[src/rtl/ack_vector_pkg.sv]
package ack_vector_pkg;
  localparam int BYTE_W  = 8;
  localparam int NUM_IRQ = 8;
  localparam int LVL_W   = $clog2(NUM_IRQ);
  localparam int ADDR_W  = 11;
  localparam logic [BYTE_W-1:0] CALL_OP = 8'hCD;

  typedef enum logic [1:0] {
    PH_IDLE  = 2'd0,
    PH_ONE   = 2'd1,
    PH_TWO   = 2'd2,
    PH_THREE = 2'd3
  } phase_t;
endpackage

[src/rtl/inta_sync.sv]
module inta_sync #(
  parameter int STAGES = 2
) (
  input  logic clk,
  input  logic rst,
  input  logic inta_n,
  output logic fall,
  output logic rise
);
  logic [STAGES-1:0] chain;
  logic              prev;
  logic              synced;

  assign synced = chain[STAGES-1];

  always_ff @(posedge clk) begin
    if (rst) begin
      chain <= '1;
      prev  <= 1'b1;
    end else begin
      chain <= {chain[STAGES-2:0], inta_n};
      prev  <= synced;
    end
  end

  assign fall = prev & ~synced;
  assign rise = ~prev & synced;
endmodule

[src/rtl/level_pick.sv]
module level_pick
  import ack_vector_pkg::*;
(
  input  logic [NUM_IRQ-1:0] req,
  output logic [LVL_W-1:0]   lvl
);
  logic [NUM_IRQ-1:0] below;

  always_comb begin
    lvl = LVL_W'(NUM_IRQ - 1);
    for (int i = NUM_IRQ - 1; i >= 0; i--) begin
      if (req[i]) lvl = LVL_W'(i);
    end
  end

  assign below = (NUM_IRQ'(1) << lvl) - NUM_IRQ'(1);

  always_comb begin

    pick_top_chk: assert ((req == '0) ? (lvl == LVL_W'(NUM_IRQ - 1))
                                      : (req[lvl] && ((req & below) == '0)));
  end
endmodule

[src/rtl/vector_mux.sv]
module vector_mux
  import ack_vector_pkg::*;
(
  input  logic              two_mode,
  input  logic              step4,
  input  phase_t            phase,
  input  logic [LVL_W-1:0]  lvl,
  input  logic [ADDR_W-1:0] addr,
  output logic [BYTE_W-1:0] vbyte,
  output logic              drive
);
  always_comb begin
    vbyte = '0;
    drive = 1'b0;
    if (two_mode) begin
      if (phase == PH_TWO) begin
        vbyte = {addr[10:6], lvl};
        drive = 1'b1;
      end
    end else begin
      unique case (phase)
        PH_ONE: begin
          vbyte = CALL_OP;
          drive = 1'b1;
        end
        PH_TWO: begin
          vbyte = step4 ? {addr[2:0], lvl, 2'b00} : {addr[2:1], lvl, 3'b000};
          drive = 1'b1;
        end
        PH_THREE: begin
          vbyte = addr[10:3];
          drive = 1'b1;
        end
        default: ;
      endcase
    end
  end
endmodule

[src/rtl/ack_vector_seq.sv]
module ack_vector_seq
  import ack_vector_pkg::*;
#(
  parameter int SYNC_STAGES = 2
) (
  input  logic              clk,
  input  logic              rst,
  input  logic              inta_n,
  input  logic [7:0]        irq_req,
  input  logic [10:0]       addr_hi,
  input  logic              step_four,
  input  logic              two_pulse,
  output logic [7:0]        bus_dout,
  output logic              bus_oe,
  output logic [2:0]        cas_code,
  output logic              cas_oe,
  output logic [7:0]        clr_stb
);
  logic fall, rise;
  logic [LVL_W-1:0] pick;

  phase_t             phase, ph_n;
  logic               in_pulse, ip_n;
  logic [LVL_W-1:0]   lvl_q, lvl_n;
  logic               mode_q, mode_n;
  logic               step_q, step_n;
  logic               cas_n;
  logic [NUM_IRQ-1:0] stb_n;
  logic [BYTE_W-1:0]  vbyte;
  logic               vdrive;
  phase_t             last_ph;

  inta_sync #(.STAGES(SYNC_STAGES)) u_sync (
    .clk(clk), .rst(rst), .inta_n(inta_n), .fall(fall), .rise(rise)
  );

  level_pick u_pick (.req(irq_req), .lvl(pick));

  assign last_ph = mode_q ? PH_TWO : PH_THREE;

  always_comb begin
    ph_n   = phase;
    ip_n   = in_pulse;
    lvl_n  = lvl_q;
    mode_n = mode_q;
    step_n = step_q;
    cas_n  = cas_oe;
    stb_n  = '0;
    if (fall) begin
      ip_n = 1'b1;
      if (phase == PH_IDLE) begin
        lvl_n  = pick;
        mode_n = two_pulse;
        step_n = step_four;
        ph_n   = PH_ONE;
      end else if (phase != PH_THREE) begin
        ph_n = phase_t'(phase + 2'd1);
      end
    end else if (rise && in_pulse) begin
      ip_n = 1'b0;
      if (phase == PH_ONE) cas_n = 1'b1;
      if (phase == last_ph) begin
        ph_n  = PH_IDLE;
        cas_n = 1'b0;
        stb_n = NUM_IRQ'(1) << lvl_q;
      end
    end
  end

  vector_mux u_mux (
    .two_mode(mode_n), .step4(step_n), .phase(ph_n), .lvl(lvl_n),
    .addr(addr_hi), .vbyte(vbyte), .drive(vdrive)
  );

  always_ff @(posedge clk) begin
    if (rst) begin
      phase    <= PH_IDLE;
      in_pulse <= 1'b0;
      lvl_q    <= '0;
      mode_q   <= 1'b0;
      step_q   <= 1'b0;
      cas_oe   <= 1'b0;
      cas_code <= '0;
      clr_stb  <= '0;
      bus_oe   <= 1'b0;
      bus_dout <= '0;
    end else begin
      phase    <= ph_n;
      in_pulse <= ip_n;
      lvl_q    <= lvl_n;
      mode_q   <= mode_n;
      step_q   <= step_n;
      cas_oe   <= cas_n;
      cas_code <= cas_n ? lvl_n : '0;
      clr_stb  <= stb_n;
      bus_oe   <= ip_n & vdrive;
      bus_dout <= (ip_n & vdrive) ? vbyte : '0;
    end
  end


  oe_in_seq_chk: assert property (@(posedge clk) disable iff (rst)
    bus_oe |-> (phase != PH_IDLE && in_pulse));


  clr_onehot_chk: assert property (@(posedge clk) disable iff (rst)
    $onehot0(clr_stb));


  clr_single_chk: assert property (@(posedge clk) disable iff (rst)
    (clr_stb != '0) |=> (clr_stb == '0));


  clr_idle_chk: assert property (@(posedge clk) disable iff (rst)
    (clr_stb != '0) |-> (phase == PH_IDLE && !cas_oe));


  lvl_hold_chk: assert property (@(posedge clk) disable iff (rst)
    (phase != PH_IDLE && $past(phase) != PH_IDLE) |-> $stable(lvl_q));


  two_quiet_chk: assert property (@(posedge clk) disable iff (rst)
    (mode_q && phase == PH_ONE) |-> !bus_oe);


  cas_in_seq_chk: assert property (@(posedge clk) disable iff (rst)
    cas_oe |-> (phase != PH_IDLE && phase != PH_ONE || !in_pulse));
endmodule

[config.mk]
export PLATFORM = sky130hd
export DESIGN_NAME = ack_vector_seq
export DESIGN_NICKNAME = d
export VERILOG_FILES = /design/src/rtl/ack_vector_pkg.sv /design/src/rtl/inta_sync.sv /design/src/rtl/level_pick.sv /design/src/rtl/vector_mux.sv /design/src/rtl/ack_vector_seq.sv
export SDC_FILE = /design/constraint.sdc
export NUM_CORES = 1
export LEC_CHECK = 0
export ABC_CLOCK_PERIOD_IN_PS = 2500
export BUFFER_PORTS_ARGS = -buffer_cell sky130_fd_sc_hd__buf_2
export CORE_ASPECT_RATIO = 1.25
export CORE_UTILIZATION = 40
export DETAILED_ROUTE_END_ITERATION = 16
export HOLD_SLACK_MARGIN = 0.15
export PLACE_DENSITY = 0.65
export SLEW_MARGIN = 20
export SYNTH_ARGS = -nofsm -noshare
export SYNTH_HDL_FRONTEND = slang
export SYNTH_SLANG_ARGS = --single-unit
[constraint.sdc]
create_clock -name clk -period 2.5 [get_ports clk]
set_input_delay 0.75 -clock clk [delete_from_list [all_inputs] [get_ports clk]]
set_output_delay 0.75 -clock clk [all_outputs]
set_load 0.005 [all_outputs]
== Word level (Yosys, flattened, before mapping) ==
Cells that the tools add are included.
Widths: inputs -> output; s select.
Word-level totals
  register bits after elaboration: 32
  input port bits: 24
  output and inout bits: 21
  word-level logic and storage cells: 67
Operators by class
  add/subtract/negate cells: 1
  equal/unequal tests: 6
  shifts and indexed selects: 1
  muxes and demuxes: 32
  bitwise logic cells: 9
  reductions and logical operators: 6
Operator list (count)
  $pmux 8 s3: 1
  $mux 3: 6
  $mux 8: 2
  $mux 1: 15
  $mux 2: 7
  $shl 1x3->8 const A: 1
  $mux 6: 1
  $not 1->1: 6
  $eq 2x1->1 const B: 2
  $eq 2x2->1 const B: 2
  $reduce_or 2->1: 2
  $reduce_or 4->1: 1
  $and 1x1->1: 3
  $reduce_or 3->1: 1
  $add 2x1->2 const B: 1
  $eq 2x2->1: 1
  $logic_not 2->1: 1
  $ne 2x2->1 const B: 1
  $logic_and 1x1->1: 1

== Logic depth before layout (Yosys ltp) ==
  depth after elaboration: 12
  depth in mapped cells: 8

== By module ==
From an unflattened synthesis, not the netlist that was laid out.
Unflattened totals
  cell total of the unflattened synthesis: 138
  area total of the unflattened synthesis: 1353.8 um^2
Modules (own cells, without submodules)
  ack_vector_seq: instances 1, cells an instance 86, area each 973.4 um^2, sequential area each 580.6 um^2
  vector_mux: instances 1, cells an instance 35, area each 237.7 um^2, sequential area each 0.0 um^2
  inta_sync: instances 1, cells an instance 8, area each 92.6 um^2, sequential area each 60.1 um^2
  level_pick: instances 1, cells an instance 9, area each 50.0 um^2, sequential area each 0.0 um^2

== Worst setup path before layout ==
Ideal clock, no wire load.
  kind: register -> register
  from: register phase[0]
  to: register bus_dout[5]
  library setup time: 0.080 ns
  arrival: 1.803 ns
  data required time: 2.420 ns
  setup slack: 0.617 ns
  stages on the path, launching flop included: 8
  buffers on the path: 2
  period minus slack after synthesis: 1.883 ns
  cells stage by stage: dfxtp_1 -> buf_2 -> or4b_4 -> buf_6 -> mux2_4 -> nor2_4 -> o211ai_1 -> a211oi_2
Between the ends
  cells in the longest elaborated chain, start to end: 11
  elaborated cells between the ends (all ways): 29
  classes of those cells: add/sub (1); eq/ne (5); mux (18); bitwise (2); reduce/logical (3)
Ends and longest elaborated chain
  start: declaration: line ack_vector_seq.sv:22  | phase_t phase, ph_n;
  start signal: assignment: line ack_vector_seq.sv:88  | phase <= ph_n;
  $add 2x1->2 (tied with other cells): line ack_vector_seq.sv:57  | ph_n = phase_t'(phase + 2'd1);
  $mux 2 (on tied branches): line ack_vector_seq.sv:56, ack_vector_seq.sv:62
  $mux 2 (on tied branches): line ack_vector_seq.sv:51, ack_vector_seq.sv:59
  $mux 2: line ack_vector_seq.sv:49  | if (fall) begin
  $eq 2x1->1 (tied with other cells): line vector_mux.sv:21  | unique case (phase)
  $reduce_or 3->1 (no line)
  $mux 1: line vector_mux.sv:21
  $mux 1: line vector_mux.sv:15  | if (two_mode) begin
  $and 1x1->1: line ack_vector_seq.sv:97  | bus_dout <= (ip_n & vdrive) ? vbyte : '0;
  $not 1->1 (no line)
  $reduce_or 2->1 (no line)
  end signal: assignment: line ack_vector_seq.sv:97
  end: declaration: line ack_vector_seq.sv:13  | output logic [7:0] bus_dout,
Parallel ways exist; a longest one is shown, timed or not.
A chain may end at the register's enable or synchronous reset.

== Final worst setup path ==
  from: register phase[1]
  to: register bus_dout[2]
The elaborated chain is that of the path after synthesis.

==> impl_summary.txt <==
----------------------------------------------------
[Run status]
  Run status ... completed

[Placement]
  Routability cong. ... ~0.87
  Input/output buffers ... 43
  Pre-CTS setup slack ... 0.421 ns
  Half-perimeter wire length after detailed placement ... between 2000 and 2500 µm
  Number of instances in the placed design ... around 230

[Synthesis]
  Fraction of synthesis flops using an asynchronous set or reset pin ... 0%
  Area of the mapped netlist ... 1410 µm²
  Number of synthesized flops with an enable pin ... 0
  Unique cell type count in the Yosys netlist ... 42
  Number of flip-flops and latches in the synthesized netlist ... 32
  Total of warnings raised by yosys ... 0
  Syn Area/Cell ... 8.97 µm²
  Fraction of the yosys area taken by sequential cells ... 45.5%
  Main synth FF type ... sky130_fd_sc_hd__dfxtp_1
  Cell count after synthesis ... 157
  Synthesized net count ... between 150 and 200

[Clocking]
  Cts repair resizes ... 0
  Number of buffers inserted during clock tree synthesis ... 5
  CTS Root Cell ... sky130_fd_sc_hd__clkbuf_8
  Clock latency on the worst-skew pair ... between 0.2 and 0.3 ns
  TritonCTS Sinks ... 32
  Clock tree from TritonCTS ... yes
  Post-CTS setup buffer count ... 0
  Bufs on Longest Clock Path ... 2
  CTS Hold Bufs ... 0
  H-tree depth ... 2
  Post-CTS clock slew at the launch and capture registers of the worst setup and hold paths ... approximately 0.07 ns

[Global route]
  Initial antenna violation count ... 0
  Via count of the first global-routing pass ... roughly 1200
  Aggregate global routing overflow ... 0
  Total Routing Usage GR ... 18.6%
  Maximum number of pins on one net before global-route repair ... 17
  First-pass GRT wire length ... 4880 µm

[Hold path]
  Class of the tightest hold or removal check ... flop to flop
  Launch point of the worst hold path ... u_sync.chain[0]$_SDFF_PP1_

[Timing]
  Fmax ... just under 0.5 GHz
  Worst Setup Slack, final ... around 0.45 ns
  Final period demand of the worst path ... around 2.0 ns
  Worst Tran Pin Value ... 0.550 ns
  Headroom to the max-slew limit ... 63.3%
  Pins over their slew limit ... 0
  RSZ-0062 raised after global routing ... false
  Fin Clk Skew ... approximately 0.0055 ns
  Total Neg Setup Slack ... 0 ns
  Final setup violating endpoints ... 0
  Number of endpoints with negative hold slack in the final report ... 0
  Final clock period utilization by the worst path ... roughly four fifths

[Die]
  Core area ... ~3300 µm²
  Total I/O pin count ... 45
  Row count ... 23
  Vertical die dimension ... 68.4 µm
  Die area ... 3760 µm²
  Starting Density ... between 40% and 50%
  Width of the chip ... ~55 µm

[Drt]
  Total wire length ... around 3100 µm
  Pre-antenna DRT Iters ... 4
  Detailed router's first-iteration violation count ... between 40 and 50
  Via total after detailed routing ... ~1300
  Final antenna-violating net count ... 0
  # DRC ... 0
  Detailed-route vias per instance ... ~5.3
  Detailed-route wire length per cell ... 12.9 µm

[Setup path]
  Critical path startpoint category ... flop
  Longest individual stage delay on the worst path ... 0.70 ns
  Critical path arrival ... roughly 2.3 ns
  Worst flop-to-flop path startpoint ... phase[1]$_SDFF_PP0_
  Largest fanout on the critical path ... 16
  Max stage delay cell, worst path ... sky130_fd_sc_hd__or4b_4
  Critical Path Sink Type ... flop
  Worst setup path class ... flop to flop
  Crit-path leading delay family ... simple AND/OR/NAND/NOR gates
  Reg2Reg Setup Slack ... approximately 0.45 ns
  Critical path origin ... phase[1]$_SDFF_PP0_
  Cells along the critical path ... or4b_4, mux2i_2, and2_2, o21ai_0, a31oi_1
  Critical Path RT ... about 2.7 ns
  Number of buffers and inverters on the critical path ... 0

[Final layout]
  Diodes inserted ... 0
  Utilization after layout ... 53.0%
  Top library cells by usage in the layout, fill and taps aside ... sky130_fd_sc_hd__buf_2, sky130_fd_sc_hd__dfxtp_1, sky130_fd_sc_hd__nor2_1
  Most common library cell in the layout ignoring fill and taps ... sky130_fd_sc_hd__buf_2
  Net count reported at finish ... between 200 and 250
  FF+latch area ... approximately 640 µm²
  Layout cell share with drive strength beyond 1 ... 32.5%
  Area of the multi-input gates ... between 700 and 800 µm²
  Number of fillers in the final layout ... approximately 320
  Non-filler cells, final ... between 200 and 250
  Area added between synthesis and finish ... 23.4%

[Pwr]
  Worst supply voltage drop on vdd ... ~0.00038 V
  Static leakage ... about 0.75 nW
  Power Density ... around 590 nW/µm²

[Job]
  # Max-Cap Violations ... 0

----------------------------------------------------
flip-flops by register name, indices dropped and copies added (netlist names):
signal        count
bus_dout          8
clr_stb           8
cas_code          3
lvl_q             3
phase             2
u_sync.chain      2
bus_oe            1
cas_oe            1
in_pulse          1
mode_q            1
step_q            1
u_sync.prev       1
cells in the mapped netlist, drive strengths merged, types with 2 or more instances:
master,instances,share of area (%)
o21ai,7,2.5
nand2,11,2.9
mux2i,5,3.8
o211ai,2,1.1
nand3,6,2.1
a221oi,3,2.3
nand2b,6,2.7
inv,5,1.3
clkbuf,3,0.80
buf,4,2.3
a211oi,3,2.0
a21boi,2,1.1
dfxtp,32,45
a21oi,7,2.5
nand4b,2,1.2
o31ai,3,1.6
o22ai,3,1.3
or2,5,2.2
nor2b,3,1.3
nor3,4,1.4
nor2,21,6.1
nand3b,3,1.6
a31oi,3,1.3
power breakdown:
part	switching (W)	internal (W)	total (W)
Combinational	0.0000493	0.0000444	0.0000937
Clock	0.000189	0.000222	0.000411
Sequential	0.00000945	0.000517	0.000527
Total	0.000248	0.000784	0.00103
kinds of logic (layout without fill, tap and decap cells):
logic type             Yosys count  in the layout  synth area share [%]
flip-flops                      32             32                  45.5
XOR/XNOR                         1              1                 0.622
buffers and inverters           12             58                  4.44
multiplexers                     6              6                  4.88
AO/OA/AOI/OAI                   37             37                  18.0
AND/OR/NAND/NOR                 69             69                  26.6
metrics by stage:
step,hold slack [ns],total power [W],cell area (µm²)
2_1_floorplan,0.389,0.000597,1410
3_3_place_gp,0.402,0.000628,1640
3_5_place_dp,0.407,0.000631,1640
4_1_cts,0.426,0.00104,1740
5_1_grt,0.439,0.00108,1740
6_report,0.420,0.00103,1740
cell type report:
cell class / count / area share [%]
repair buffers: 45 / 13.2
clock buffers: 6 / 4.75
multi-input cells: 113 / 40.6
clock inverters: 2 / 0.863
well taps: 37 / 2.66
flip-flops and latches: 32 / 36.8
inverters: 5 / 1.08
routing by layer:
layer	GRT usage, %	vias to the layer above	share of wire (%)
li1	-	646	-
met1	19.9	572	39
met2	30.1	44	51
met3	6.00	14	5.4
met4	12.5	0	4.3
met5	0	-	0
path summary, 6_finish.rpt:
| check | endpoint | cells after the start |
|---|---|---|
| setup reg to reg | bus_dout[2]$_SDFF_PP0_ | 5 |
| hold / removal | u_sync.chain[1]$_SDFF_PP1_ | 1 |
| hold reg to reg | u_sync.chain[1]$_SDFF_PP1_ | 1 |
| setup / recovery | bus_dout[2]$_SDFF_PP0_ | 5 |
Note: power is estimated with default switching activity, not from simulation.
